[src/rtl/hpv_pkg.sv]
package hpv_pkg;
   typedef enum logic {
      SW_OFF = 1'b0,
      SW_ON  = 1'b1
   } sw_state_e;

   localparam int unsigned HPV_DEF_K = 746;
endpackage

[src/rtl/hpv_unit_stage.sv]
module hpv_unit_stage #(
   parameter int unsigned REF_W     = 8,
   parameter int unsigned CODE_W    = 3,
   parameter bit          SENSOR_EN = 1'b1,
   localparam int unsigned MULT_W   = CODE_W + 1
) (
   input  logic              clk,
   input  logic              rst_n,
   input  logic              en_i,
   input  logic              local_i,
   input  logic [CODE_W-1:0] code_i,
   input  logic [REF_W-1:0]  ref_i,
   input  logic [REF_W-1:0]  sens_i,
   output logic [REF_W-1:0]  unit_o,
   output logic [MULT_W-1:0] mult_o,
   output logic              run_o
);
   logic [REF_W-1:0]  unit_d;
   logic [MULT_W-1:0] mult_d;
   logic              run_d;

   generate
      if (SENSOR_EN) begin : g_sub
         assign unit_d = (ref_i > sens_i) ? (ref_i - sens_i) : '0;
      end else begin : g_nosub
         logic unused_sens;
         assign unused_sens = ^sens_i;
         assign unit_d = ref_i;
      end
   endgenerate

   always_comb begin
      if (local_i) mult_d = MULT_W'(2);
      else         mult_d = {code_i, 1'b1};
      run_d = en_i && (unit_d != '0) && (local_i || (code_i != '0));
   end

   always_ff @(posedge clk or negedge rst_n) begin
      if (!rst_n) begin
         unit_o <= '0;
         mult_o <= '0;
         run_o  <= 1'b0;
      end else begin
         unit_o <= unit_d;
         mult_o <= mult_d;
         run_o  <= run_d;
      end
   end
endmodule

[src/rtl/hpv_thresh_stage.sv]
module hpv_thresh_stage #(
   parameter int unsigned REF_W  = 8,
   parameter int unsigned CODE_W = 3,
   parameter int unsigned HALF_K = 373,
   parameter int unsigned THR_W  = 21,
   localparam int unsigned MULT_W = CODE_W + 1
) (
   input  logic              clk,
   input  logic              rst_n,
   input  logic [REF_W-1:0]  unit_i,
   input  logic [MULT_W-1:0] mult_i,
   input  logic              run_i,
   output logic [THR_W-1:0]  peak_o,
   output logic [THR_W-1:0]  valley_o,
   output logic              run_o
);
   logic [THR_W-1:0] half_unit;
   logic [THR_W-1:0] peak_d;

   always_comb begin
      half_unit = THR_W'(unit_i) * THR_W'(HALF_K);
      peak_d    = half_unit * THR_W'(mult_i);
   end

   always_ff @(posedge clk or negedge rst_n) begin
      if (!rst_n) begin
         peak_o   <= '0;
         valley_o <= '0;
         run_o    <= 1'b0;
      end else begin
         peak_o   <= peak_d;
         valley_o <= half_unit;
         run_o    <= run_i;
      end
   end


   thr_order_chk: assert property (@(posedge clk) disable iff (!rst_n)
      valley_o <= peak_o);
endmodule

[src/rtl/hpv_trip_cmp.sv]
module hpv_trip_cmp #(
   parameter int unsigned THR_W = 21
) (
   input  logic             clk,
   input  logic             rst_n,
   input  logic [THR_W-1:0] isense_i,
   input  logic [THR_W-1:0] peak_i,
   input  logic [THR_W-1:0] valley_i,
   output logic             trip_hi_o,
   output logic             trip_lo_o
);
   always_ff @(posedge clk or negedge rst_n) begin
      if (!rst_n) begin
         trip_hi_o <= 1'b0;
         trip_lo_o <= 1'b0;
      end else begin
         trip_hi_o <= (isense_i >= peak_i);
         trip_lo_o <= (isense_i <  valley_i);
      end
   end
endmodule

[src/rtl/hpv_gate_fsm.sv]
module hpv_gate_fsm
   import hpv_pkg::*;
(
   input  logic clk,
   input  logic rst_n,
   input  logic run_i,
   input  logic trip_hi_i,
   input  logic trip_lo_i,
   output logic gate_o
);
   sw_state_e st_q, st_d;

   always_comb begin
      st_d = st_q;
      if (!run_i)         st_d = SW_OFF;
      else if (trip_lo_i) st_d = SW_ON;
      else if (trip_hi_i) st_d = SW_OFF;
   end

   always_ff @(posedge clk or negedge rst_n) begin
      if (!rst_n) st_q <= SW_OFF;
      else        st_q <= st_d;
   end

   assign gate_o = (st_q == SW_ON);


   gate_idle_off_chk: assert property (@(posedge clk) disable iff (!rst_n)
      !run_i |=> !gate_o);


   valley_set_chk: assert property (@(posedge clk) disable iff (!rst_n)
      (run_i && trip_lo_i) |=> gate_o);


   peak_clear_chk: assert property (@(posedge clk) disable iff (!rst_n)
      (run_i && trip_hi_i && !trip_lo_i) |=> !gate_o);
endmodule

[src/rtl/hpv_boost_ctrl.sv]
module hpv_boost_ctrl #(
   parameter int unsigned REF_W     = 8,
   parameter int unsigned CODE_W    = 3,
   parameter int unsigned K         = hpv_pkg::HPV_DEF_K,
   parameter bit          SENSOR_EN = 1'b1,
   localparam int unsigned HALF_K   = K / 2,
   localparam int unsigned MULT_W   = CODE_W + 1,
   localparam int unsigned THR_W    = REF_W + $clog2(HALF_K + 1) + MULT_W
) (
   input  logic              clk,
   input  logic              rst_n,
   input  logic              en_i,
   input  logic              local_mode_i,
   input  logic [CODE_W-1:0] code_i,
   input  logic [REF_W-1:0]  ref_i,
   input  logic [REF_W-1:0]  sens_i,
   input  logic [THR_W-1:0]  isense_i,
   output logic              gate_o,
   output logic [THR_W-1:0]  peak_thr_o,
   output logic [THR_W-1:0]  valley_thr_o
);
   generate
      if ((K % 2) != 0 || K < 2) begin : g_bad_k
         $error("hpv_boost_ctrl: K must be even and at least 2");
      end
      if (REF_W < 1 || CODE_W < 1) begin : g_bad_w
         $error("hpv_boost_ctrl: widths must be positive");
      end
   endgenerate

   logic [REF_W-1:0]  unit_s1;
   logic [MULT_W-1:0] mult_s1;
   logic              run_s1;
   logic              run_s2;
   logic              trip_hi, trip_lo;

   hpv_unit_stage #(
      .REF_W(REF_W), .CODE_W(CODE_W), .SENSOR_EN(SENSOR_EN)
   ) u_unit (
      .clk(clk), .rst_n(rst_n), .en_i(en_i), .local_i(local_mode_i),
      .code_i(code_i), .ref_i(ref_i), .sens_i(sens_i),
      .unit_o(unit_s1), .mult_o(mult_s1), .run_o(run_s1)
   );

   hpv_thresh_stage #(
      .REF_W(REF_W), .CODE_W(CODE_W), .HALF_K(HALF_K), .THR_W(THR_W)
   ) u_thr (
      .clk(clk), .rst_n(rst_n), .unit_i(unit_s1), .mult_i(mult_s1),
      .run_i(run_s1), .peak_o(peak_thr_o), .valley_o(valley_thr_o),
      .run_o(run_s2)
   );

   hpv_trip_cmp #(.THR_W(THR_W)) u_cmp (
      .clk(clk), .rst_n(rst_n), .isense_i(isense_i),
      .peak_i(peak_thr_o), .valley_i(valley_thr_o),
      .trip_hi_o(trip_hi), .trip_lo_o(trip_lo)
   );

   hpv_gate_fsm u_fsm (
      .clk(clk), .rst_n(rst_n), .run_i(run_s2),
      .trip_hi_i(trip_hi), .trip_lo_i(trip_lo), .gate_o(gate_o)
   );


   zero_unit_off_chk: assert property (@(posedge clk) disable iff (!rst_n)
      (valley_thr_o == '0) |=> !gate_o);
endmodule

[config.mk]
export PLATFORM = sky130hd
export DESIGN_NAME = hpv_boost_ctrl
export DESIGN_NICKNAME = d
export VERILOG_FILES = /design/src/rtl/hpv_pkg.sv /design/src/rtl/hpv_unit_stage.sv /design/src/rtl/hpv_thresh_stage.sv /design/src/rtl/hpv_trip_cmp.sv /design/src/rtl/hpv_gate_fsm.sv /design/src/rtl/hpv_boost_ctrl.sv
export SDC_FILE = /design/constraint.sdc
export NUM_CORES = 1
export LEC_CHECK = 0
export CAP_MARGIN = 20
export CELL_PAD_IN_SITES_DETAIL_PLACEMENT = 1
export CELL_PAD_IN_SITES_GLOBAL_PLACEMENT = 2
export CORE_UTILIZATION = 35
export DETAILED_ROUTE_END_ITERATION = 10
export DONT_BUFFER_PORTS = 1
export PLACE_DENSITY = 0.84
export RECOVER_POWER = 100
export SKIP_CTS_REPAIR_TIMING = 1
export SLEW_MARGIN = 10
export SYNTH_ARGS = -nofsm -noshare
export SYNTH_HDL_FRONTEND = slang
export SYNTH_HIERARCHICAL = 1
export SYNTH_SLANG_ARGS = --single-unit
[constraint.sdc]
create_clock -name clk -period 6.49 [get_ports clk]
set_input_delay 0.649 -clock clk [delete_from_list [all_inputs] [get_ports clk]]
set_output_delay 0.649 -clock clk [all_outputs]
set_load 0.005 [all_outputs]
# After elaboration in Yosys (flattened, before gate mapping)
# Index checks and enable logic that the tools add are counted.
word_totals:
  memories: 0
  inputBits: 44
  elab_cells: 26
  output_inout_bits: 43
  latchBits: 0
  regBits: 55
  rom_bits: 0
  ram_bits: 0
op_classes:
  n_reduce_logical: 5
  mul: 2
  div: 0
  addsub: 1
  muxes: 5
  n_bitwise: 0
  magnitude_cmp: 3
  shifts: 0
  eq_ne: 1
ops:
  columns: ["cell", "count"]
  rows:
  - ["greater-or-equal comparator 21 bit", 1]
  - ["less-than comparator 21 x 17 -> 1 bit", 1]
  - ["multiplier 17 x 4 -> 21 bit", 1]
  - ["multiplier 8 x 9 -> 17 bit, second input constant", 1]
  - ["> comparator 8 bit", 1]
  - ["two-way mux 8 bit", 1]
  - ["nonzero test 8 bit", 1]
  - ["subtractor 8 bit", 1]
  - ["two-way mux 4 bit", 1]
  - ["two-way mux 1 bit", 3]
  - ["!= test 3 x 1 -> 1 bit, second input constant", 1]
  - ["nonzero test 3 bit", 1]
  - ["logical AND 1 bit", 2]
  - ["logical OR 1 bit", 1]

# Logic depth before layout (Yosys ltp)
# Gate-level depths: netlist (run 1).
logic_depth:
  word_depth: 5
  mapped_depth: 26
  depth_no_buf: 25

# Modules after synthesis
# The synthesis (run 1) kept the hierarchy.
modules_own_cells:
  columns: ["module", "area_per_inst_um2", "seq_area_each_um2", "cells_each", "instances"]
  rows:
  - ["hpv_thresh_stage", 4778.3, 975.9, 508, 1]
  - ["hpv_trip_cmp", 1056.0, 50.0, 146, 1]
  - ["hpv_unit_stage", 868.3, 325.3, 90, 1]
  - ["hpv_gate_fsm", 46.3, 25.0, 3, 1]

# Worst setup path after synthesis (run 1)
# OpenSTA, ideal clock, no wires.
synth_path:
  path_kind: "register -> register"
  start: "register u_unit.unit_o[3]"
  end: "register u_thr.peak_o[17]"
  arrival_ns: 6.262
  period_less_slack_ns: 6.349
  path_slack_ns: 0.141
  t_required_ns: 6.403
  n_path_buf: 0
  setup_ns: 0.087
  path_stages_with_launch: 25
  path_cell_list: "dfrtp_1 -> inv_1 -> fa_1 -> inv_1 -> ha_1 -> fa_1 -> inv_1 -> fa_1 -> inv_1 -> ha_1 -> a21o_1 -> a21oi_4 -> a21oi_1 -> or3_1 -> and3_1 -> fa_1 -> inv_1 -> fa_1 -> inv_1 -> ha_1 -> and2_1 -> nand3_1 -> a211oi_2 -> or4b_1 -> o211ai_1"
synth_between:
  elab_chain_cells: 2
synth_lines:
  columns: ["element", "line", "rtl"]
  rows:
  - ["start: declaration", "hpv_unit_stage.sv:14", "output logic [REF_W-1:0] unit_o,"]
  - ["start signal: assignment", "hpv_unit_stage.sv:44", "unit_o <= unit_d;"]
  - ["multiplier 8 x 9 -> 17 bit", "hpv_thresh_stage.sv:21", "half_unit = THR_W'(unit_i) * THR_W'(HALF_K);"]
  - ["multiplier 17 x 4 -> 21 bit", "hpv_thresh_stage.sv:22", "peak_d = half_unit * THR_W'(mult_i);"]
  - ["via u_thr.peak_d[17]", "hpv_thresh_stage.sv:18", "logic [THR_W-1:0] peak_d;"]
  - ["end signal: assignment", "hpv_thresh_stage.sv:31", "peak_o <= peak_d;"]
  - ["end: declaration", "hpv_thresh_stage.sv:13", "output logic [THR_W-1:0] peak_o,"]
# The timed path passes the listed nets, and every way through them passes these cells.
# A chain may end at the register's enable or synchronous reset.

# Final worst setup path (run 1)
layout_path:
  start: "register u_unit.unit_o[3]"
  end: "register u_thr.peak_o[19]"
# The elaborated chain is that of the path after synthesis.

==> results of run 1 <==
synth_stat cells, types with 3 or more instances:
master / n
a211o_1: 4
a211oi_1: 11
a21boi_0: 4
a21o_1: 15
a21oi_1: 42
a31oi_1: 4
and2_1: 33
and3_1: 5
buf_4: 5
clkbuf_1: 7
dfrtp_1: 55
fa_1: 48
ha_1: 117
inv_1: 141
mux2i_1: 4
nand2_1: 55
nand2b_1: 9
nand3_1: 11
nand4_1: 10
nor2_1: 29
nor2b_1: 11
nor3_1: 6
nor4_1: 5
o211ai_1: 3
o21a_1: 5
o21ai_0: 19
o21ai_1: 4
o21bai_1: 5
o2bb2ai_1: 3
or3_1: 3
xnor2_1: 17
xor2_1: 9
stage by stage:
stage	setup TNS [ns]	hold slack [ns]
CTS	-0.0176	0.0210
detailed placement	0	0.355
global placement	0	0.356
floorplan	0	0.331
finish	0	0.0367
global route	-0.0675	0.0165
cell families after synthesis:
| group | after synthesis | share of synthesized area, % |
|---|---|---|
| compound gates | 146 | 15.3 |
| xor+xnor | 27 | 3.62 |
| fa+ha+maj | 165 | 35.9 |
| buf+inv | 155 | 8.94 |
| flops | 55 | 20.4 |
| mux | 5 | 0.816 |
| other cells | 1 | 0.0556 |
| simple gates | 193 | 15.0 |
layer usage:
layer  part of all wire, %  up-vias  track usage (%)
met5                     0        -                0
met4                   1.1        0             4.18
met3                   2.8        8             2.31
met2                    51       68             31.0
met1                    45     2630             21.2
li1                      -     2562                -
final timing paths:
kind | slack (ns) | to | startpoint
worst max-delay path | 0.24 | u_thr/peak_o[19] | u_unit/unit_o[3]
min in group clk | 0.39 | u_unit/mult_o[0] | local_mode_i
worst min-delay path | 0.04 | u_thr/peak_o[14] | rst_n
worst max register to register | 0.24 | u_thr/peak_o[19] | u_unit/unit_o[3]
max in group asynchronous | 6.34 | u_unit/unit_o[6] | rst_n
worst min register to register | 0.47 | u_fsm/gate_o | u_cmp/trip_lo_o
worst reg2reg max path, cell delays in order, from the launching register on:
cell and delay (ns):
dfrtp_1 0.35, inv_1 0.09, fa_1 0.52, inv_1 0.07, ha_4 0.16, a21o_1 0.17
fa_1 0.51, inv_1 0.06, fa_1 0.53, inv_1 0.06, ha_4 0.25, buf_4 0.15
a21oi_4 0.20, buf_12 0.13, nand4_1 0.09, a21o_1 0.21, and3_1 0.19, fa_1 0.50
inv_1 0.05, fa_1 0.52, inv_1 0.06, ha_4 0.25, and3_1 0.20, and2_4 0.18
and2_1 0.15, a221o_1 0.29, a311oi_1 0.23
registers in the layout, summed over array words and instances (netlist names):
| name | count |
|---|---|
| u_thr/peak_o | 21 |
| u_thr/valley_o | 17 |
| u_unit/unit_o | 8 |
| u_unit/mult_o | 4 |
| u_cmp/trip_hi_o | 1 |
| u_cmp/trip_lo_o | 1 |
| u_fsm/gate_o | 1 |
| u_thr/run_o | 1 |
| u_unit/run_o | 1 |
final cells by class:
| cell class | instances | area (sq um) | area share, % |
|---|---|---|---|
| flip-flops and latches | 55 | 1380 | 17.9 |
| clock buffers | 6 | 129 | 1.67 |
| multi-input cells | 540 | 5000 | 64.9 |
| inverters | 141 | 529 | 6.87 |
| repair buffers | 37 | 283 | 3.67 |
| clock inverters | 2 | 60.1 | 0.780 |
| well taps | 260 | 325 | 4.22 |
==> flow_summary.json, run 1 <==
{
  "yosys_register_bits": 55,
  "portBuffers": 0,
  "timing.final.max_slew_violations": 0,
  "hp-class": "input port to async pin",
  "h-tree-depth": 2,
  "syn_inst": 747,
  "dp_slack_ns": 0.00576,
  "wl_um": 16300,
  "synth-main-ff-cell": "dfrtp_1",
  "crit_fanout": 4,
  "die_h_um": 141,
  "placed_cell_area_sq_um": 7260,
  "ant_nets": 0,
  "grt_pass1_wl_um": 27100,
  "core-area_sq_um": 18800,
  "area_delta_synth_final_pct": 14.1,
  "dr.pass1.iters": 4,
  "syn_avg_cell_area_sq_um": 9.03,
  "via_per_inst": 5.06,
  "synth_top_area_share_pct": 21.7,
  "clock_skew_ns": 0.00927,
  "grt_usage_pct": 17.0,
  "fin_util_pct": 40.9,
  "layout_common_cells": "inv_1, ha_1, nand2_1, dfrtp_1, fa_1",
  "critPathMaxStageDelay_ns": 0.53,
  "synthArstFlopShare_pct": 100,
  "cap_violations": 0,
  "io_pins": 87,
  "maxSlewHeadroom_pct": 52.4,
  "num_vias": 5268,
  "clock_latency_ns": 0.31,
  "drc": 0,
  "final_layout_size_suffix_gt1_share_pct": 12.0,
  "cts_tree": "yes",
  "clock.fmax_mhz": 160,
  "final-setup-viol-count": 0,
  "clock_sinks": 55,
  "grt_start_max_net_pins": 56,
  "arrival_ns": 6.46,
  "fillCellCount": 2185,
  "synth_area_sq_um": 6750,
  "final_hold_viol_count": 0,
  "worst_path_most_repeated_cell": "inv_1",
  "status": "finished, final reports clean",
  "synth.yosys.seq_area_share_pct": 20.4,
  "grt_pass1_vias": 5550,
  "post-route-period-util_pct": 96.3,
  "synth_warnings": 6,
  "mostFrequentLayoutCell": "inv_1",
  "dp_cells": 1027,
  "first_iter_violations": 87,
  "grt_antenna_before_repair": 0,
  "n_antenna_cell": 0,
  "path_delay_family": "adder cells",
  "final_cell_count_no_fill": 1041,
  "synth_top_area_cell": "ha_1",
  "start_util_pct": 35.8,
  "critPathRequiredTime_ns": 6.70,
  "tightest_slew_ns": 0.715,
  "cp.depth": 26,
  "clockBufferDepth": 2,
  "slowest_stage": "fa_1",
  "rr_worst_depth": 26,
  "root_buffer": "clkbuf_16",
  "cts.reportedPaths.clkPinSlew_ns": 0.07,
  "critical_path_class": "flip-flop to flip-flop",
  "die-area_sq_um": 19800,
  "finalInstanceArea_sq_um": 7700,
  "wl_per_cell_um": 15.6,
  "ys_types": 71,
  "worst_setup_path_end_kind": "flip-flop",
  "start_kind": "flip-flop",
  "synth_area_leaders": "ha_1, dfrtp_1, fa_1, inv_1, a21oi_1",
  "worst_slack_ns": 0.243,
  "cts_buffers": 5,
  "die-width_um": 141,
  "place_congestion": 0.857,
  "rows": 50,
  "nets": 989,
  "synth_edf_count": 0,
  "dpl.hpwl_um": 13500,
  "fin_crit_ns": 6.25,
  "gr-total-overflow": 0,
  "critPathBufInv": 8
}
Power of run 1 is not shown: default switching activity piles up to over one toggle a cycle in this logic, so the estimate is an artifact.
==> inputs of run 2 (changes only) <==
--- a/config.mk
+++ b/config.mk
@@ -8,10 +8,10 @@
 export CAP_MARGIN = 20
 export CELL_PAD_IN_SITES_DETAIL_PLACEMENT = 1
 export CELL_PAD_IN_SITES_GLOBAL_PLACEMENT = 2
-export CORE_UTILIZATION = 35
+export CORE_UTILIZATION = 37
 export DETAILED_ROUTE_END_ITERATION = 10
 export DONT_BUFFER_PORTS = 1
-export PLACE_DENSITY = 0.84
+export PLACE_DENSITY_LB_ADDON = 0.1
 export RECOVER_POWER = 100
 export SKIP_CTS_REPAIR_TIMING = 1
 export SLEW_MARGIN = 10
==> constraint.sdc (replaced) <==
create_clock -name clk -period 6.49 [get_ports clk]
set_input_delay 0.649 -clock clk [delete_from_list [all_inputs] [get_ports clk]]
set_output_delay 0.649 -clock clk [all_outputs]
set_load 0.05 [all_outputs]
==> run 2 against run 1 <==
Against the previous run:
- clock skew is 0.0012 ns higher
- critical path depth stayed put
- cell count is 2.3% lower
- via count is 0.82% higher
- count of clock-buffer cells in the layout stayed put
- worst hold slack worse by 0.0073 ns
- first-iteration DRC count is 83% higher
- core utilization is 2.2 points higher
- routed wire length is 6.6% higher
- largest cell class unchanged
- highest routed layer unchanged
- sequential cell count stayed put
- non-clock buffer count is 7 higher
==> flow_summary.json, run 2 (same netlist as run 1, synthesis figures left out) <==
{
  "status": "finished, final reports clean",
  "critPathMaxStageDelay_ns": 0.53,
  "num_vias": 5311,
  "rr_worst_depth": 26,
  "dpl.hpwl_um": 14700,
  "cp.depth": 26,
  "grt_pass1_vias": 5669,
  "rr_startpoint": "u_unit/unit_o[2]",
  "arrival_ns": 6.52,
  "timing.final.max_slew_violations": 0,
  "start_util_pct": 37.7,
  "h-tree-depth": 2,
  "clock_latency_ns": 0.31,
  "slowest_stage": "fa_1",
  "grt_usage_pct": 19.1,
  "final_hold_viol_count": 0,
  "grt_use_met3_pct": 2.74,
  "final_cell_count_no_fill": 1017,
  "placed_cell_area_sq_um": 7240,
  "dp_cells": 1000,
  "rrSetupSlack_ns": 0.20,
  "met1_usage_pct": 22.7,
  "clock_skew_ns": 0.0105,
  "dr.pass1.iters": 4,
  "cap_violations": 0,
  "die-width_um": 137,
  "final_layout_size_suffix_gt1_share_pct": 13.6,
  "post-route-period-util_pct": 97.0,
  "critical_path_class": "flip-flop to flip-flop",
  "reg.largest.list": "u_thr/peak_o x21, u_thr/valley_o x17, u_unit/unit_o x8",
  "regMostFlops": "u_thr/peak_o",
  "fin_crit_ns": 6.29,
  "rsz0062_at_grt": "true",
  "gr-total-overflow": 0,
  "fin_util_pct": 43.1,
  "final-setup-viol-count": 0,
  "met2_usage_pct": 36.0,
  "r2r_end": "u_thr/peak_o[20]",
  "grt_pass1_wl_um": 27800,
  "ant_nets": 0,
  "cts.reportedPaths.clkPinSlew_ns": 0.08,
  "worst_slack_ns": 0.196,
  "portBuffers": 0,
  "worst_path_most_repeated_cell": "fa_1",
  "cts_tree": "yes",
  "drc": 0,
  "fillCellCount": 2084,
  "grt_antenna_before_repair": 0,
  "area_delta_synth_final_pct": 14.2,
  "critPathRequiredTime_ns": 6.72,
  "tightest_slew_ns": 0.587,
  "place_congestion": 0.812,
  "startpoint": "u_unit/unit_o[2]",
  "via_per_inst": 5.22,
  "io_pins": 87,
  "worst_setup_path_end_kind": "flip-flop",
  "wl_um": 17400,
  "dp_slack_ns": -0.0645,
  "clock_sinks": 55,
  "clockBufferDepth": 2,
  "mostFrequentLayoutCell": "inv_1",
  "first_iter_violations": 159,
  "finalInstanceArea_sq_um": 7710,
  "top_usage_layer": "met2",
  "root_buffer": "clkbuf_16",
  "nets": 996,
  "maxSlewHeadroom_pct": 60.6,
  "crit_fanout": 4,
  "grt_start_max_net_pins": 56,
  "die-area_sq_um": 18800,
  "clock.fmax_mhz": 159,
  "largest_reg_flops": 21,
  "layout_common_cells": "inv_1, ha_1, nand2_1, dfrtp_1, fa_1",
  "critPathBufInv": 7,
  "start_kind": "flip-flop",
  "path_delay_family": "adder cells",
  "rows": 49,
  "critPathCapture": "u_thr/peak_o[20]",
  "die_h_um": 137,
  "cts_buffers": 5,
  "hp-class": "input port to async pin",
  "core-area_sq_um": 17900,
  "n_antenna_cell": 0,
  "wl_per_cell_um": 17.1
}
run 2: cell types whose count changed in the layout (fill, tap and decap cells not counted), moves of 2 or more:
cell      before  now
ha_4           9    7
and2_1        27   29
ha_2           2    4
buf_6          0    2
buf_4         34   42
and2_0         3    1
clkbuf_1       3    0
run 2: worst min path at each step:
stage | from | cells past startpoint | slack (ns) | to
after floorplan | u_unit/run_o | 0 | 0.33 | u_thr/run_o
after global placement | u_unit/run_o | 0 | 0.33 | u_thr/run_o
after detailed placement | u_unit/run_o | 0 | 0.34 | u_thr/run_o
after CTS | rst_n | 0 | 0.02 | u_thr/valley_o[5]
after global routing | rst_n | 0 | 0.009 | u_thr/valley_o[0]
final | rst_n | 0 | 0.03 | u_thr/peak_o[4]
run 2: final cells by class:
| class | instances | area, sq um | area share [%] |
|---|---|---|---|
| Clock buffer | 6 | 139 | 1.80 |
| Clock inverter | 2 | 35.0 | 0.454 |
| Inverter | 141 | 529 | 6.87 |
| Multi-Input combinational cell | 540 | 5000 | 64.9 |
| Sequential cell | 55 | 1380 | 17.9 |
| Tap cell | 229 | 287 | 3.72 |
| Timing Repair Buffer | 44 | 338 | 4.38 |
run 2: metrics by stage:
stage                     setup TNS, ns  hold WS, ns
after global placement                0        0.332
final                                 0       0.0294
after floorplan                       0        0.331
after detailed placement         -0.120        0.336
after CTS                        -0.209       0.0154
after global routing             -0.150      0.00929
run 2: routing by layer:
layer / routed length (um) / part of all wire (%) / vias to the layer above
met3: 498 / 2.9 / 18
met1: 7640 / 44 / 2644
met5: 0 / 0 / -
li1: - / - / 2578
met2: 8920 / 51 / 71
met4: 294 / 1.7 / 0
Power of run 2 is left out for the same reason.
==> inputs of run 3 (changes only) <==
--- a/config.mk
+++ b/config.mk
@@ -5,14 +5,16 @@
 export SDC_FILE = /design/constraint.sdc
 export NUM_CORES = 1
 export LEC_CHECK = 0
+export ABC_AREA = 1
 export CAP_MARGIN = 20
 export CELL_PAD_IN_SITES_DETAIL_PLACEMENT = 1
 export CELL_PAD_IN_SITES_GLOBAL_PLACEMENT = 2
-export CORE_UTILIZATION = 37
+export CORE_UTILIZATION = 34
 export DETAILED_ROUTE_END_ITERATION = 10
 export DONT_BUFFER_PORTS = 1
 export PLACE_DENSITY_LB_ADDON = 0.1
 export RECOVER_POWER = 100
+export REMOVE_ABC_BUFFERS = 1
 export SKIP_CTS_REPAIR_TIMING = 1
 export SLEW_MARGIN = 10
 export SYNTH_ARGS = -nofsm -noshare
==> constraint.sdc (replaced) <==
create_clock -name clk -period 5.5 [get_ports clk]
set_input_delay 0.55 -clock clk [delete_from_list [all_inputs] [get_ports clk]]
set_output_delay 0.55 -clock clk [all_outputs]
set_load 0.05 [all_outputs]
==> run 3 against run 2 <==
Against the previous run:
- the run now ends with max-capacitance violations, max-slew violations left
- cell count up 31%
- worst hold slack improved by 0.26 ns
- global-route usage decreased by 1.5 points
- cell area rose by 17%
- die area increased by 14%
- sequential cell count unchanged
- clock skew is 0.0024 ns higher
- routed wire length rose by 6.3%
==> flow_summary.json, run 3 <==
{
  "grt_start_max_net_pins": 56,
  "grt_antenna_before_repair": 0,
  "fin_crit_ns": 5.44,
  "clockBufferDepth": 2,
  "synth.most_common_cell": "nand2_1",
  "final_hold_viol_count": 0,
  "cp.depth": 32,
  "critical_path_class": "flip-flop to flip-flop",
  "ys_types": 31,
  "clock_latency_ns": 0.31,
  "cap_violations": 1,
  "final_cell_count_no_fill": 1331,
  "root_buffer": "clkbuf_16",
  "finalInstanceArea_sq_um": 9000,
  "portBuffers": 0,
  "wl_per_cell_um": 13.9,
  "synth.yosys.seq_area_share_pct": 19.5,
  "layout_common_cells": "inv_1, nand2_1, ha_1, buf_4, nor2_1",
  "final_layout_size_suffix_gt1_share_pct": 24.9,
  "dp_slack_ns": -0.479,
  "synth_area_leaders": "ha_1, dfrtp_1, nand2_1, fa_1, inv_1",
  "arrival_ns": 5.69,
  "final-setup-viol-count": 0,
  "dpl.hpwl_um": 16000,
  "worst_slack_ns": 0.0614,
  "via_per_inst": 4.51,
  "violations": "max-capacitance violations, max-slew violations",
  "cts_tree": "yes",
  "synth-main-ff-cell": "dfrtp_1",
  "n_antenna_cell": 0,
  "tightest_slew_ns": 2.90,
  "place_congestion": 0.783,
  "core-area_sq_um": 20300,
  "dp_cells": 1314,
  "rsz0062_at_grt": "true",
  "placed_cell_area_sq_um": 7910,
  "rr_worst_depth": 32,
  "yosys_register_bits": 55,
  "critPathRequiredTime_ns": 5.75,
  "timing.final.max_slew_violations": 56,
  "first_iter_violations": 100,
  "synth_area_sq_um": 7050,
  "start_kind": "flip-flop",
  "cts.reportedPaths.clkPinSlew_ns": 0.08,
  "cts_buffers": 5,
  "synth_warnings": 6,
  "rr_startpoint": "u_unit/unit_o[3]",
  "die_h_um": 146,
  "synth_edf_count": 0,
  "rows": 52,
  "start_util_pct": 34.8,
  "hold_ws_ns": 0.288,
  "clock_sinks": 55,
  "post-route-period-util_pct": 98.9,
  "status": "complete, but fails checks",
  "fillCellCount": 2531,
  "num_vias": 5999,
  "critPathMaxStageDelay_ns": 0.54,
  "io_pins": 87,
  "dr.pass1.iters": 4,
  "regMostFlops": "u_thr/peak_o",
  "nets": 1269,
  "syn_inst": 976,
  "crit_fanout": 4,
  "worst_setup_path_end_kind": "flip-flop",
  "path_delay_family": "adder cells",
  "maxSlewHeadroom_pct": -93.1,
  "gr-total-overflow": 0,
  "synth_top_area_share_pct": 20.8,
  "startpoint": "u_unit/unit_o[3]",
  "h-tree-depth": 2,
  "grt_pass1_wl_um": 30400,
  "area_delta_synth_final_pct": 27.6,
  "drc": 0,
  "grt_usage_pct": 17.6,
  "clock_skew_ns": 0.0129,
  "rrSetupSlack_ns": 0.06,
  "die-width_um": 146,
  "hp-class": "input port to flip-flop",
  "slowest_stage": "fa_1",
  "largest_reg_flops": 21,
  "grt_pass1_vias": 6411,
  "netlist_top_cells_count": "nand2_1, inv_1, ha_1",
  "clock.fmax_mhz": 184,
  "r2r_end": "u_thr/peak_o[19]",
  "critPathCapture": "u_thr/peak_o[19]",
  "ant_nets": 0,
  "reg.largest.list": "u_thr/peak_o x21, u_thr/valley_o x17, u_unit/unit_o x8",
  "wl_um": 18400,
  "synth_top_area_cell": "ha_1",
  "synthArstFlopShare_pct": 100,
  "die-area_sq_um": 21300,
  "syn_avg_cell_area_sq_um": 7.23,
  "register_area_sq_um": 1380,
  "critPathBufInv": 8,
  "multi_input_area_sq_um": 5570
}
-- run 3: cell types whose count changed after synthesis, moves of 11 or more --
cell      previous run  this run
a211oi_1            11         0
nor2b_1             11         0
nand3_1             11        38
and2_1              33         2
nor2_1              29        84
o21ai_0             19         8
a21o_1              15         4
nand2_1             55       259
inv_1              141       241
-- run 3: final cells by class --
cell class                      instances  area share (%)
Clock inverter                          3           0.306
Timing Repair Buffer                   82            6.88
Clock buffer                            5            1.39
Multi-Input combinational cell        669            61.9
Tap cell                              270            3.75
Sequential cell                        55            15.3
Inverter                              247            10.4
-- run 3: worst reg2reg max path: cells and delay by family, from the launching register on --
kind / cells / cell delay [ns]
buffers and inverters: 8 / 0.50
flip-flops: 1 / 0.39
AO/OA/AOI/OAI: 1 / 0.15
adder cells (fa/ha/maj): 8 / 3.30
AND/OR/NAND/NOR: 15 / 1.06
-- run 3: metal layers --
metal,wire [um],vias to the layer above,track usage [%]
met2,9570,61,33.2
met1,8130,2841,21.4
met4,271,0,3.75
met3,470,14,2.03
li1,-,3083,-
met5,0,-,0
-- run 3: kinds of logic after synthesis --
logic type,count (synthesis),share of synthesized area (%)
simple gates,415,24.2
buf+inv,255,13.8
compound gates,62,4.86
xor+xnor,23,3.17
fa+ha+maj,165,34.4
other cells,1,0.0532
flops,55,19.5
-- run 3: worst min-delay path by stage --
stage | to | cells after the start | slack (ns) | start
after floorplan | u_cmp/trip_hi_o | 0 | 0.25 | rst_n
after global placement | u_thr/peak_o[4] | 0 | 0.26 | rst_n
after detailed placement | u_thr/peak_o[4] | 0 | 0.26 | rst_n
after CTS | u_thr/peak_o[4] | 0 | -0.08 | rst_n
after global routing | u_unit/mult_o[0] | 1 | 0.28 | local_mode_i
final | u_unit/mult_o[0] | 1 | 0.29 | local_mode_i
-- run 3: per-stage QoR --
stage / util, % / setup TNS [ns]
after floorplan: - / -0.996
after global placement: 38.9 / -3.01
after detailed placement: 38.9 / -4.03
after CTS: 39.7 / -4.31
after global routing: 44.3 / -1.52
final: 44.3 / 0
Power of run 3 is left out for the same reason.
